===== config.mk =====
export PLATFORM = sky130hd
export DESIGN_NAME = sbm_host_regs
export DESIGN_NICKNAME = d
export VERILOG_FILES = /design/src/rtl/sbm_host_pkg.sv /design/src/rtl/sbm_host_ctrl.sv /design/src/rtl/sbm_host_datapath.sv /design/src/rtl/sbm_host_regs.sv
export SDC_FILE = /design/constraint.sdc
export NUM_CORES = 1
export LEC_CHECK = 0
export BUFFER_PORTS_ARGS = -buffer_cell sky130_fd_sc_hd__buf_2
export CORE_MARGIN = 2
export CORE_UTILIZATION = 45
export CTS_CLUSTER_SIZE = 10
export DETAILED_ROUTE_END_ITERATION = 16
export PLACE_DENSITY = 0.75
export SLEW_MARGIN = 20
export SYNTH_ARGS = -nofsm -noshare
export SYNTH_HDL_FRONTEND = slang
export SYNTH_HIERARCHICAL = 1
export SYNTH_SLANG_ARGS = --single-unit

===== constraint.sdc =====
create_clock -name clk -period 2 [get_ports clk]
set_clock_uncertainty 0.05 [all_clocks]
set_input_delay 0.1 -clock clk [delete_from_list [all_inputs] [get_ports clk]]
set_output_delay 0.1 -clock clk [all_outputs]
set_load 0.1 [all_outputs]

===== src/rtl/sbm_host_pkg.sv =====
package sbm_host_pkg;
  localparam int DATA_W = 8;
  localparam int SEL_W  = 3;

  localparam logic [SEL_W-1:0] SEL_CMD  = 3'd0;
  localparam logic [SEL_W-1:0] SEL_XFER = 3'd1;
  localparam logic [SEL_W-1:0] SEL_STAT = 3'd2;
  localparam logic [SEL_W-1:0] SEL_IEN  = 3'd3;
  localparam logic [SEL_W-1:0] SEL_DIV  = 3'd4;

  localparam int BIT_PRES = 0;
  localparam int BIT_TBE  = 2;
  localparam int BIT_TEMT = 3;
  localparam int BIT_RBF  = 4;

  localparam logic [DATA_W-1:0] IEN_MASK = DATA_W'((1 << BIT_PRES) | (1 << BIT_TBE) |
                                                   (1 << BIT_TEMT) | (1 << BIT_RBF));
  localparam int DIV_BITS = 5;
  localparam logic [DATA_W-1:0] DIV_MASK = DATA_W'((1 << DIV_BITS) - 1);

  typedef struct packed {
    logic wrCmd;
    logic wrTx;
    logic wrIen;
    logic wrDiv;
    logic rdRx;
    logic rdIrq;
  } hostStrobeT;
endpackage


===== src/rtl/sbm_host_ctrl.sv =====
module sbm_host_ctrl
  import sbm_host_pkg::*;
#(
  parameter int SYNC_STAGES = 2
) (
  input  logic             clk,
  input  logic             rst,
  input  logic [SEL_W-1:0] selIn,
  input  logic             addrStrobeN,
  input  logic             chipEnN,
  input  logic             rdN,
  input  logic             wrN,
  output logic [SEL_W-1:0] effSel,
  output hostStrobeT       strobes
);
  localparam int PIPE_W = SYNC_STAGES + 1;

  logic [PIPE_W-1:0] wrPipe, rdPipe;
  logic [SEL_W-1:0]  selHeld;
  logic              wrFall, rdFall;

  // synchronise both strobes; the extra stage serves edge detection
  always_ff @(posedge clk or posedge rst) begin
    if (rst) begin
      wrPipe <= '1;
      rdPipe <= '1;
    end else begin
      wrPipe <= {wrPipe[PIPE_W-2:0], wrN};
      rdPipe <= {rdPipe[PIPE_W-2:0], rdN};
    end
  end

  // select latch: transparent while the address strobe is low
  always_ff @(posedge clk or posedge rst) begin
    if (rst) selHeld <= '0;
    else if (!addrStrobeN) selHeld <= selIn;
  end

  assign effSel = addrStrobeN ? selHeld : selIn;

  assign wrFall = wrPipe[PIPE_W-1] & ~wrPipe[PIPE_W-2];
  // a read edge counts only while the synchronised write is idle
  assign rdFall = rdPipe[PIPE_W-1] & ~rdPipe[PIPE_W-2] & wrPipe[PIPE_W-2];

  always_comb begin
    strobes = '0;
    if (!chipEnN) begin
      strobes.wrCmd = wrFall && (effSel == SEL_CMD);
      strobes.wrTx  = wrFall && (effSel == SEL_XFER);
      strobes.wrIen = wrFall && (effSel == SEL_IEN);
      strobes.wrDiv = wrFall && (effSel == SEL_DIV);
      strobes.rdRx  = rdFall && (effSel == SEL_XFER);
      strobes.rdIrq = rdFall && (effSel == SEL_STAT);
    end
  end

  assert_no_access_R3: assert property (@(posedge clk) disable iff (rst)
    chipEnN |-> (strobes == '0));

  assert_unused_sel_R10: assert property (@(posedge clk) disable iff (rst)
    (effSel > SEL_DIV) |-> (strobes == '0));

  assert_latch_hold_R2: assert property (@(posedge clk) disable iff (rst)
    (addrStrobeN && $past(addrStrobeN)) |-> $stable(effSel));
endmodule


===== src/rtl/sbm_host_datapath.sv =====
module sbm_host_datapath
  import sbm_host_pkg::*;
(
  input  logic              clk,
  input  logic              rst,
  input  logic [SEL_W-1:0]  effSel,
  input  hostStrobeT        strobes,
  input  logic              chipEnN,
  input  logic              rdN,
  input  logic              wrN,
  input  logic [DATA_W-1:0] dataIn,
  output logic [DATA_W-1:0] dataOut,
  output logic              dataOe,
  output logic              irqN,
  output logic [DATA_W-1:0] cmdReg,
  output logic [DATA_W-1:0] divReg,
  output logic              txLoad,
  output logic [DATA_W-1:0] txData,
  output logic              rxClear,
  input  logic [DATA_W-1:0] rxData,
  input  logic              flagPresence,
  input  logic              flagTbe,
  input  logic              flagTemt,
  input  logic              flagRbf
);
  logic [DATA_W-1:0] ienReg, statusNow, maskedNow, maskPrev, freshSrc;
  logic              irqActive;

  always_comb begin
    statusNow           = '0;
    statusNow[BIT_PRES] = flagPresence;
    statusNow[BIT_TBE]  = flagTbe;
    statusNow[BIT_TEMT] = flagTemt;
    statusNow[BIT_RBF]  = flagRbf;
  end

  assign maskedNow = statusNow & ienReg;
  assign freshSrc  = maskedNow & ~maskPrev;

  always_ff @(posedge clk or posedge rst) begin
    if (rst) begin
      cmdReg  <= '0;
      ienReg  <= '0;
      divReg  <= '0;
      txData  <= '0;
      txLoad  <= 1'b0;
      rxClear <= 1'b0;
    end else begin
      if (strobes.wrCmd) cmdReg <= dataIn;
      if (strobes.wrIen) ienReg <= dataIn & IEN_MASK;
      if (strobes.wrDiv) divReg <= dataIn & DIV_MASK;
      if (strobes.wrTx)  txData <= dataIn;
      txLoad  <= strobes.wrTx;
      rxClear <= strobes.rdRx;
    end
  end

  // interrupt: set by a newly enabled source, cleared by a status read
  always_ff @(posedge clk or posedge rst) begin
    if (rst) begin
      maskPrev  <= '0;
      irqActive <= 1'b0;
    end else begin
      maskPrev <= maskedNow;
      if (|freshSrc)          irqActive <= 1'b1;
      else if (strobes.rdIrq) irqActive <= 1'b0;
    end
  end

  assign irqN   = ~irqActive;
  assign dataOe = ~chipEnN & ~rdN & wrN;

  always_comb begin
    dataOut = '0;
    if (dataOe) begin
      case (effSel)
        SEL_CMD:  dataOut = cmdReg;
        SEL_XFER: dataOut = rxData;
        SEL_STAT: dataOut = statusNow;
        SEL_IEN:  dataOut = ienReg;
        SEL_DIV:  dataOut = divReg;
        default:  dataOut = '0;
      endcase
    end
  end

  assert_txload_single_R8: assert property (@(posedge clk) disable iff (rst)
    txLoad |=> !txLoad);

  assert_rxclear_single_R9: assert property (@(posedge clk) disable iff (rst)
    rxClear |=> !rxClear);

  assert_irq_clear_R6: assert property (@(posedge clk) disable iff (rst)
    (strobes.rdIrq && (freshSrc == '0)) |=> irqN);

  assert_irq_set_R5: assert property (@(posedge clk) disable iff (rst)
    (freshSrc != '0) |=> !irqN);

  assert_div_hold_R1: assert property (@(posedge clk) disable iff (rst)
    !strobes.wrDiv |=> $stable(divReg));
endmodule


===== src/rtl/sbm_host_regs.sv =====
module sbm_host_regs
  import sbm_host_pkg::*;
#(
  parameter int SYNC_STAGES = 2
) (
  input  logic              clk,
  input  logic              rst,
  input  logic [SEL_W-1:0]  selIn,
  input  logic              addrStrobeN,
  input  logic              chipEnN,
  input  logic              rdN,
  input  logic              wrN,
  input  logic [DATA_W-1:0] dataIn,
  output logic [DATA_W-1:0] dataOut,
  output logic              dataOe,
  output logic              irqN,
  output logic [DATA_W-1:0] cmdReg,
  output logic [DATA_W-1:0] divReg,
  output logic              txLoad,
  output logic [DATA_W-1:0] txData,
  output logic              rxClear,
  input  logic [DATA_W-1:0] rxData,
  input  logic              flagPresence,
  input  logic              flagTbe,
  input  logic              flagTemt,
  input  logic              flagRbf
);
  logic [SEL_W-1:0] effSel;
  hostStrobeT       strobes;

  sbm_host_ctrl #(.SYNC_STAGES(SYNC_STAGES)) ctrl_i (
    .clk(clk), .rst(rst), .selIn(selIn), .addrStrobeN(addrStrobeN),
    .chipEnN(chipEnN), .rdN(rdN), .wrN(wrN),
    .effSel(effSel), .strobes(strobes)
  );

  sbm_host_datapath dp_i (
    .clk(clk), .rst(rst), .effSel(effSel), .strobes(strobes),
    .chipEnN(chipEnN), .rdN(rdN), .wrN(wrN), .dataIn(dataIn),
    .dataOut(dataOut), .dataOe(dataOe), .irqN(irqN),
    .cmdReg(cmdReg), .divReg(divReg), .txLoad(txLoad), .txData(txData),
    .rxClear(rxClear), .rxData(rxData),
    .flagPresence(flagPresence), .flagTbe(flagTbe),
    .flagTemt(flagTemt), .flagRbf(flagRbf)
  );
endmodule


; Word level (Yosys, flattened, before mapping)
; Cells that the tools add are included.
; W data, S select, Z words.
[classes]
add_sub_neg = 0
multipliers = 0
div_mod_pow = 0
n_lt_le_gt_ge = 0
n_eq_ne = 4
shift = 0
muxes = 6
bitwise = 13
reduce_logical = 9
[op_table]
columns = op, count
row1 = $pmux W8 S5, 1
row2 = $and A8 B8 Y8, 1
row3 = $mux W8, 1
row4 = $not A8 Y8, 1
row5 = $reduce_or A8 Y1, 1
row6 = $eq A3 B2 Y1 const B, 2
row7 = $logic_and A1 B1 Y1, 6
row8 = $mux W6, 1
row9 = $and A1 B1 Y1, 5
row10 = $and A5 B5 Y5, 1
row11 = $not A1 Y1, 5
row12 = $eq A3 B1 Y1 const B, 1
row13 = $eq A3 B3 Y1 const B, 1
row14 = $logic_not A3 Y1, 1
row15 = $mux W3, 1
row16 = $mux W1, 2
row17 = $reduce_bool A2 Y1, 1
[word_totals]
ff_bits = 45
latchBits = 0
ramBits = 0
rom_bits = 0
input_bits = 29
out_inout_bits = 36
wordCells = 43
memories = 0

; Logic depth before layout (Yosys ltp)
; Gate-level depths: netlist (run 1).
[depth]
ltp_word = 7
ltp_mapped = 7
depth_no_buf = 5

; Cells and area by module
; Netlist (run 1), hierarchy kept.
[by_module_without_submodules]
columns = module, n_inst, cells_per_inst, area_each_um2
row1 = sbm_host_datapath, 1, 124, 1532.7
row2 = sbm_host_ctrl, 1, 27, 397.9

; Worst setup path before layout (run 1)
; Ideal clock, no wire load.
[synth_path]
path_kind = input port to output port
startpoint = input rdN
endpoint = output dataOut[5]
t_arrival_ns = 2.921
required_ns = 1.850
setup_slack_ns = -1.071
path_stages = 3
path_cell_list = nor3b_2 > nand2_1 > nor2_1
[synth_between]
elab_chain_cells = 4
[synth_lines]
columns = element, line
row1 = from (decl), sbm_host_regs.sv:11  ; input logic rdN,
row2 = $not A1 Y1, sbm_host_datapath.sv:71  ; assign dataOe = ~chipEnN & ~rdN & wrN;
row3 = $and A1 B1 Y1 (2 in a row), sbm_host_datapath.sv:71
row4 = $mux W8, sbm_host_datapath.sv:75  ; if (dataOe) begin
row5 = to (decl), sbm_host_regs.sv:14  ; output logic [DATA_W-1:0] dataOut,
; No other way between the ends.

; Worst setup path after layout (run 1)
[layout_path]
startpoint = register ctrl_i.selHeld[0]
endpoint = output dataOut[2]
[layout_between]
elab_chain_cells = 4
[layout_lines]
columns = element, line
row1 = from (decl), sbm_host_ctrl.sv:19  ; logic [SEL_W-1:0] selHeld;
row2 = from (signal assigned), sbm_host_ctrl.sv:36  ; else if (!addrStrobeN) selHeld <= selIn;
row3 = $mux W3 (*), sbm_host_ctrl.sv:39  ; assign effSel = addrStrobeN ? selHeld : selIn;
row4 = via effSel[0], sbm_host_regs.sv:28  ; logic [SEL_W-1:0] effSel;
row5 = $eq A3 B3 Y1 (tied with other cells), sbm_host_datapath.sv:76  ; case (effSel)
row6 = $pmux W8 S5 (*), sbm_host_datapath.sv:76
row7 = $mux W8 (*), sbm_host_datapath.sv:75
; Mark *: on every way through the listed nets, which the timed path passes. The rest lies on a longest branch.

==> results.toml, run 1 <==
[layout]
finalNonFillerCells = 280
antenna-diode-count = 0
design_area_um2 = 2720
syn_to_final_growth_pct = 40.8
fill_cells = 300
final_util_pct = 67.0
fin_nets = 258
layout-drive-gt1-share_pct = 47.0

[worst_setup_path]
cp-start-kind = "register"
rrSetupSlack_ns = 0.05
path_cells = "mux2_4 > nand3b_1 > a21oi_1 > o31a_2 > buf_12"
crit_arrival_ns = 1.83
cp_slowest_cell = "dfrtp_2"
crit_required_ns = 1.85
crit_type = "register to primary output"
crit_fanout = 6
max_stage_delay_ns = 0.45
critPathCaptureType = "primary output"

[route]
wl_um = 4890
drt-wirelength-per-cell_um = 17.5
route.detailed.drc = 0
vias = 1525
ant_nets = 0
viasPerCell = 5.45
dr.pass1.iters = 4
drtIter0Drc = 74

[cts]
cts_buffers = 5
cts_max_level = 2
clkTransAtPathRegs_ns = 0.08
cts_root_buffer = "clkbuf_8"
cts_tree = "done"
cts.path.max_buffers = 2
cts.sinks = 41
worstSkewPairLatency_ns = 0.29

[place]
portBuffers = 61
hpwl_um = 3260
dp_cells = 259
postPlaceCellArea_um2 = 2420
gp_congestion = 0.825

[synth]
yosys-top-cells-area = "dfrtp_1 (45%), mux2_1 (13%), dfstp_2 (8.2%)"
syn_avg_cell_area_um2 = 12.8
seq_area_frac_synth_pct = 53.5
syn_inst = 151
synth-edff-count = 0
yosysMostFrequentCell = "dfrtp_1"
async_reset_ff_share_pct = 100
synth_top_area_share_pct = 45.4
yosysTopAreaCell = "dfrtp_1"
synthFlopType = "dfrtp_1"
ys_ff_latch = 41
synth.distinct_cells = 34
synth.cell_area_um2 = 1930
yosysWarningCount = 6
synth_common_cells = "dfrtp_1 (35), mux2_1 (22), nand3b_1 (10)"

[sta]
post-route-min-period_ns = 1.98
maxSlewViolCount = 0
setup_viol = 0
layout_worst_path_cycle_share_pct = 98.9
final-hold-violation-count = 0
rsz0062_at_grt = "true"
hold_ws_ns = 0.0161
clock.fmax_mhz = 506

[hold_path]
hold_class = "primary input to register"

[global_routing]
antenna_found_initial = 0
grt_usage_pct = 20.7
grt_max_degree = 33
grt.overflow.total = 0
grt_pass1_wl_um = 7690
grt_pass1_vias = 1498

[floorplanning]
core-area_um2 = 4060
die_w_um = 69.5
ios = 65
rows = 23
start_util_pct = 47.6
dieArea_um2 = 4830
chipHeight_um = 69.5

[run]
cap_violations = 0

[power_and_ir_drop]
power_density_nw_per_um2 = 1160
max-vdd-ir-drop_v = 0.000860
leakagePower_uw = 0.00132
power.total_uw = 3150

[outcome]
status = "completed"
## state kept, by name, summed over array words and instances (netlist names)
register and flops:
dp_i/rxClear 1, dp_i/divReg 5, dp_i/irqActive 1, ctrl_i/rdPipe 3, ctrl_i/wrPipe 3, dp_i/ienReg 4, ctrl_i/selHeld 3, dp_i/txLoad 1
dp_i/txData 8, dp_i/cmdReg 8, dp_i/maskPrev 4
## path summary, 6_finish.rpt
check / start / cells after the start / endpoint
worst max-delay path: ctrl_i/selHeld[0] / 5 / dataOut[2]
worst min-delay path: flagTbe / 2 / dp_i/maskPrev[2]
worst max register to register: ctrl_i/wrPipe[2] / 4 / dp_i/divReg[3]
worst min register to register: ctrl_i/wrPipe[0] / 0 / ctrl_i/wrPipe[1]
max in group asynchronous: rst / 4 / dp_i/cmdReg[3]
min in group asynchronous: rst / 3 / ctrl_i/selHeld[2]
## metrics by stage
stage	setup WS, ns	TNS [ns]
6_report	0.0228	0
5_1_grt	-0.0424	-0.0993
4_1_cts	0.0120	0
3_5_place_dp	0.116	0
3_3_place_gp	0.153	0
2_1_floorplan	-0.121	-0.332
## cell families after synthesis
kind of cell / after synthesis / share of synthesized area [%]
DFF: 41 / 53.5
and+or+nand+nor: 37 / 13.3
muxes: 36 / 20.8
AOI/OAI and AO/OA: 18 / 6.42
buffers and inverters: 18 / 5.77
other: 1 / 0.194
## critical path: cells and delay by family, from the launching register on
kind | cells | cell delay [ns]
AOI/OAI and AO/OA | 2 | 0.46
and+or+nand+nor | 1 | 0.11
DFF | 1 | 0.45
buffers and inverters | 1 | 0.18
muxes | 1 | 0.33
## routing by layer
layer | GRT usage (%) | part of all wire, %
met5 | 0 | 0
met4 | 7.41 | 2.1
met3 | 6.25 | 5.7
met2 | 34.3 | 51
met1 | 25.6 | 42
## cells in the final DEF (no fill, tap or decap), drive strengths merged, types with 2 or more instances in the layout
cell type,synthesis,layout
o22ai,2,2
nand2,4,4
a211oi,5,5
conb,1,3
or3b,3,3
buf,9,67
mux2i,9,9
mux2,27,30
dlygate4sd3,0,9
and2,2,2
o31a,4,4
clkbuf,1,7
dfrtp,35,35
nor4b,5,5
nor2,8,8
a21oi,4,4
nand3b,10,10
o21ai,2,2
dfstp,6,6
inv,8,8
## final cells by class
type	instances	area, um2	share of cell area [%]
clock buffers	7	86.3	3.18
clock inverters	1	30.0	1.10
inverters	8	32.5	1.20
multi-input cells	97	912	33.5
flip-flops and latches	41	1030	38.1
well taps	50	62.6	2.30
repair buffers	76	561	20.6
## power by group
group / leakage (uW) / internal [uW] / switching (uW)
Clock: 0.0000585 / 407 / 275
Sequential: 0.000509 / 987 / 99.2
Combinational: 0.000747 / 276 / 1110
Total: 0.00132 / 1670 / 1480
## timing repair
action                                  4_1_cts  5_1_grt
cloned                                        2        1
endpoints found under the setup margin        5       13
hold endpoints to repair                     52        0
gates resized for setup                       9        6
pin swaps                                     0        2
setup buffers                                 0        1
hold buffers                                  9        0
Power figures use the tool's default switching activity.
==> run 2, diff against run 1 <==
--- a/config.mk
+++ b/config.mk
@@ -8,8 +8,9 @@
 export BUFFER_PORTS_ARGS = -buffer_cell sky130_fd_sc_hd__buf_2
 export CORE_MARGIN = 2
 export CORE_UTILIZATION = 45
-export CTS_CLUSTER_SIZE = 10
+export CTS_CLUSTER_SIZE = 12
 export DETAILED_ROUTE_END_ITERATION = 16
+export MAX_ROUTING_LAYER = met4
 export PLACE_DENSITY = 0.75
 export SLEW_MARGIN = 20
 export SYNTH_ARGS = -nofsm -noshare
==> run 2 against run 1 <==
- power increased by 0.20%
- clock power about the same
- critical path type unchanged
- first-iteration DRC count decreased by 23%
- critical endpoint is now dataOut[4]
==> results.toml, run 2 (synthesized netlist as in run 1, its figures left out) <==
[outcome]
status = "completed"

[worst_setup_path]
r2r-start = "ctrl_i/wrPipe[2]"
reg2reg_to = "dp_i/divReg[3]"
rrSetupSlack_ns = 0.05
critPathCapture = "dataOut[4]"
crit_required_ns = 1.85
crit_arrival_ns = 1.82
cp_num_cells = 5
crit_fanout = 10
crit_type = "register to primary output"
cp_slowest_cell = "dfrtp_1"
startpoint = "ctrl_i/selHeld[2]"
ff2ff_path_depth = 4
path_buf_inv = 1
path_cells = "mux2_4 > nand3b_1 > a21oi_2 > o31a_2 > buf_12"
crit_family = "compound AO/OA/AOI/OAI gates"
critPathCaptureType = "primary output"
max_stage_delay_ns = 0.43
cp-start-kind = "register"

[floorplanning]
ios = 65
rows = 23
dieArea_um2 = 4830
die_w_um = 69.5
start_util_pct = 47.6
chipHeight_um = 69.5
core-area_um2 = 4060

[layout]
syn_to_final_growth_pct = 40.8
antenna-diode-count = 0
final_util_pct = 67.0
final_cell_mix = "buf_2 (53), dfrtp_1 (34), mux2_1 (22)"
final_common_cell = "buf_2"
layout-drive-gt1-share_pct = 47.0
fill_cells = 303
fin_nets = 258
top_regs = "dp_i/cmdReg: 8 flops, dp_i/txData: 8 flops, dp_i/divReg: 5 flops"

[cts]
cts.path.max_buffers = 2
cts.sinks = 41
clkTransAtPathRegs_ns = 0.08
cts_root_buffer = "clkbuf_8"
cts_max_level = 2
cts_tree = "done"
worstSkewPairLatency_ns = 0.29
cts_buffers = 5

[sta]
setup_viol = 0
post-route-min-period_ns = 1.97
final-hold-violation-count = 0
maxSlewViolCount = 0
setup_ws_ns = 0.0260
layout_worst_path_cycle_share_pct = 98.7
rsz0062_at_grt = "true"
clock.fmax_mhz = 507

[route]
dr.pass1.iters = 4
route.detailed.drc = 0
ant_nets = 0
wl_um = 5010
drt-wirelength-per-cell_um = 17.9
viasPerCell = 5.41
vias = 1516
drtIter0Drc = 57

[power_and_ir_drop]
leakagePower_uw = 0.00132
power.total_uw = 3160
power_density_nw_per_um2 = 1160
max-vdd-ir-drop_v = 0.000860

[place]
portBuffers = 61
hpwl_um = 3260
gp_congestion = 0.838
dp_slack_ns = 0.116

[global_routing]
grt_usage_pct = 21.3
grt_pass1_wl_um = 7700
grt.overflow.total = 0
grt_pass1_vias = 1494
antenna_found_initial = 0
grt_max_degree = 33

[hold_path]
hold_class = "primary input to register"

[run]
cap_violations = 0
-- run 2: repair_timing --
action                     in CTS  in global routing
gates resized for setup         9                  6
hold buffers                    9                  0
setup endpoints to repair       5                 13
pin swaps                       0                  2
hold endpoints to repair       52                  0
cloned                          2                  1
buffers inserted                0                  1
-- run 2: final cells by class --
| class | count | area, um2 | area share (%) |
|---|---|---|---|
| clock buffer | 7 | 86.3 | 3.18 |
| clock inverter | 1 | 30.0 | 1.10 |
| inverter | 8 | 32.5 | 1.20 |
| multi-input combinational | 97 | 912 | 33.5 |
| sequential | 41 | 1030 | 38.1 |
| tap | 50 | 62.6 | 2.30 |
| timing repair buffer | 76 | 561 | 20.6 |
-- run 2: stage by stage --
stage	cells	hold WS, ns	TNS (ns)	instance area, um2
after floorplan	153	-0.126	-0.332	1970
after global placement	259	0.0185	0	2420
after detailed placement	259	0.0320	0	2420
after CTS	278	0.00850	0	2680
after global routing	280	0.0199	-0.0999	2720
final	280	0.0134	0	2720
-- run 2: where the power goes --
part / internal (uW) / switching (uW)
logic: 276 / 1110
clock network: 407 / 278
registers: 987 / 99.1
-- run 2: worst min-delay path by stage --
stage | cells past startpoint | endpoint | slack, ns | startpoint
final | 2 | dp_i/maskPrev[2] | 0.01 | flagTbe
after global routing | 3 | dp_i/maskPrev[3] | 0.02 | flagTemt
after CTS | 3 | dp_i/maskPrev[3] | 0.008 | flagTemt
after detailed placement | 2 | ctrl_i/selHeld[1] | 0.03 | rst
after global placement | 2 | ctrl_i/selHeld[1] | 0.02 | rst
after floorplan | 1 | ctrl_i/selHeld[0] | -0.13 | rst
-- run 2: per-layer routing --
metal  vias to the layer above  share of wire, %  GRT usage (%)
met5                         -                 0              -
met4                         0               1.2           7.41
met3                         7               4.6           5.81
met2                        55                51           34.3
met1                       762                43           25.9
li1                        692                 -              -
==> run 3, diff against run 2 <==
--- a/config.mk
+++ b/config.mk
@@ -12,6 +12,8 @@
 export DETAILED_ROUTE_END_ITERATION = 16
 export MAX_ROUTING_LAYER = met4
 export PLACE_DENSITY = 0.75
+export RECOVER_POWER = 50
+export SETUP_SLACK_MARGIN = 0.15
 export SLEW_MARGIN = 20
 export SYNTH_ARGS = -nofsm -noshare
 export SYNTH_HDL_FRONTEND = slang
==> run 3 against run 2 <==
- the flow now finishes with violations (negative setup slack)
- combinational power is 6% higher
- critical path type unchanged
- via count increased by 2.2%
- utilization is 3.6 points higher
- wire length is 6.0% higher
- register-to-register slack improved by 0.06 ns
==> results.toml, run 3 (synthesized netlist as in run 1, its figures left out) <==
[hold_path]
holdPathEnd = "dp_i/cmdReg[5]"
min_path_cells = 2
hold_path_startpoint = "dataIn[5]"
hold_class = "primary input to register"

[cts]
cts_root_buffer = "clkbuf_8"
cts_max_level = 2
cts.path.max_buffers = 2
cts_buffers = 5
cts.sinks = 41
cts_tree = "done"
clkTransAtPathRegs_ns = 0.07
worstSkewPairLatency_ns = 0.29

[power_and_ir_drop]
max-vdd-ir-drop_v = 0.00106
leakagePower_uw = 0.00134
power_density_nw_per_um2 = 1080

[worst_setup_path]
crit_fanout = 6
crit_arrival_ns = 1.85
cp-start-kind = "register"
path_cells = "mux2_4 > mux2i_1 > nor2_1 > o31a_2 > buf_12"
cp_slowest_cell = "dfrtp_2"
crit_type = "register to primary output"
crit_required_ns = 1.85
reg2reg_to = "dp_i/divReg[0]"
rrSetupSlack_ns = 0.11
max_stage_delay_ns = 0.46
critPathCaptureType = "primary output"
r2r-start = "ctrl_i/wrPipe[2]"
ff2ff_path_depth = 4

[floorplanning]
chipHeight_um = 69.5
die_w_um = 69.5
start_util_pct = 47.6
rows = 23
dieArea_um2 = 4830
core-area_um2 = 4060
ios = 65

[sta]
rsz0062_at_grt = "true"
worst_pin_slew_ns = 0.801
setup_viol = 1
slew_headroom_pct = 46.6
setup_ws_ns = -0.000898
clock.fmax_mhz = 500
final-hold-violation-count = 0
maxSlewViolCount = 0
layout_worst_path_cycle_share_pct = 100
post-route-min-period_ns = 2.00

[place]
dp_cells = 259
hpwl_um = 3220
gp_congestion = 0.771
portBuffers = 61

[layout]
finalNonFillerCells = 284
final_cell_mix = "buf_2 (48), dfrtp_1 (33), mux2_4 (22)"
final_util_pct = 70.6
syn_to_final_growth_pct = 48.3
fin_nets = 262
antenna-diode-count = 0
layout-drive-gt1-share_pct = 54.3
top_regs = "dp_i/cmdReg: 8 flops, dp_i/txData: 8 flops, dp_i/divReg: 5 flops"
fill_cells = 273
final_common_cell = "buf_2"

[route]
drt-wirelength-per-cell_um = 18.7
ant_nets = 0
dr.pass1.iters = 4
wl_um = 5310
route.detailed.drc = 0
vias = 1550
viasPerCell = 5.46
drtIter0Drc = 46

[run]
cap_violations = 0

[global_routing]
grt_pass1_wl_um = 8110
grt_max_degree = 33
antenna_found_initial = 0
grt_usage_pct = 22.6
grt.overflow.total = 0
grt_pass1_vias = 1580

[outcome]
status = "finished, violations left"
violations = "negative setup slack"
-- run 3: cell types whose count changed in the layout (fill, tap and decap cells not counted), sizes merged --
cell and change:
bufinv -1, dlygate4sd3 -1, clkbuf +6, buf -1
mux2 +1
-- run 3: per-layer routing --
metal / share of wire (%) / GRT usage [%] / vias up / routed length (um)
met5: 0 / - / - / 0
met4: 2.1 / 9.59 / 0 / 111
met3: 5.1 / 5.38 / 11 / 269
met2: 49 / 35.9 / 58 / 2630
met1: 43 / 27.6 / 779 / 2300
li1: - / - / 702 / -
-- run 3: how the worst max path moves through the flow --
stage / from / endpoint / slack, ns / cells past startpoint
CTS: ctrl_i/selHeld[0] / dataOut[0] / 0.02 / 5
finish: ctrl_i/selHeld[0] / dataOut[0] / -0.0009 / 5
detailed placement: ctrl_i/wrPipe[2] / dp_i/cmdReg[2] / 0.03 / 4
floorplan: chipEnN / dataOut[5] / 0.05 / 3
global placement: ctrl_i/wrPipe[2] / dp_i/cmdReg[0] / 0.05 / 4
global route: ctrl_i/selHeld[1] / dataOut[1] / -0.07 / 6
-- run 3: what timing repair did --
item / in CTS / in global routing
endpoints found under the hold margin: 49 / 0
pin swaps: 3 / 4
endpoints found under the setup margin: 30 / 32
gates cloned: 4 / 1
hold buffers: 8 / 0
resized for setup: 23 / 23
setup buffers: 2 / 2
-- run 3: power breakdown --
part | total [uW] | switching [uW] | internal (uW)
Sequential | 1100 | 113 | 987
Combinational | 1480 | 1140 | 348
Clock | 520 | 272 | 248
Total | 3100 | 1520 | 1580
-- run 3: layout make-up --
cell class	count	area, um2	area share, %
Inverter	8	35.0	1.22
Sequential cell	41	1040	36.2
Clock buffer	8	80.1	2.80
Timing Repair Buffer	79	588	20.5
Tap cell	50	62.6	2.18
Multi-Input combinational cell	98	1060	37.1
-- run 3: stage by stage --
step / setup TNS, ns / area, um2 / hold slack [ns] / power [uW] / setup slack [ns]
3_3_place_gp: 0 / 2440 / 0.0223 / 2420 / 0.0457
5_1_grt: -0.195 / 2860 / 0.0176 / 3210 / -0.0692
3_5_place_dp: 0 / 2440 / 0.0226 / 2440 / 0.0296
2_1_floorplan: 0 / 2000 / -0.126 / 2210 / 0.0494
6_report: -0.000898 / 2860 / 0.0129 / 3100 / -0.000898
4_1_cts: 0 / 2740 / 0.00838 / 3040 / 0.0174
-- run 3: worst max-delay path, delay by kind of cell, from the launching register on --
family	cells	cell delay, ns
AO/OA/AOI/OAI	1	0.31
buffers and inverters	1	0.17
flip-flops	1	0.46
multiplexers	2	0.53
AND/OR/NAND/NOR	1	0.09
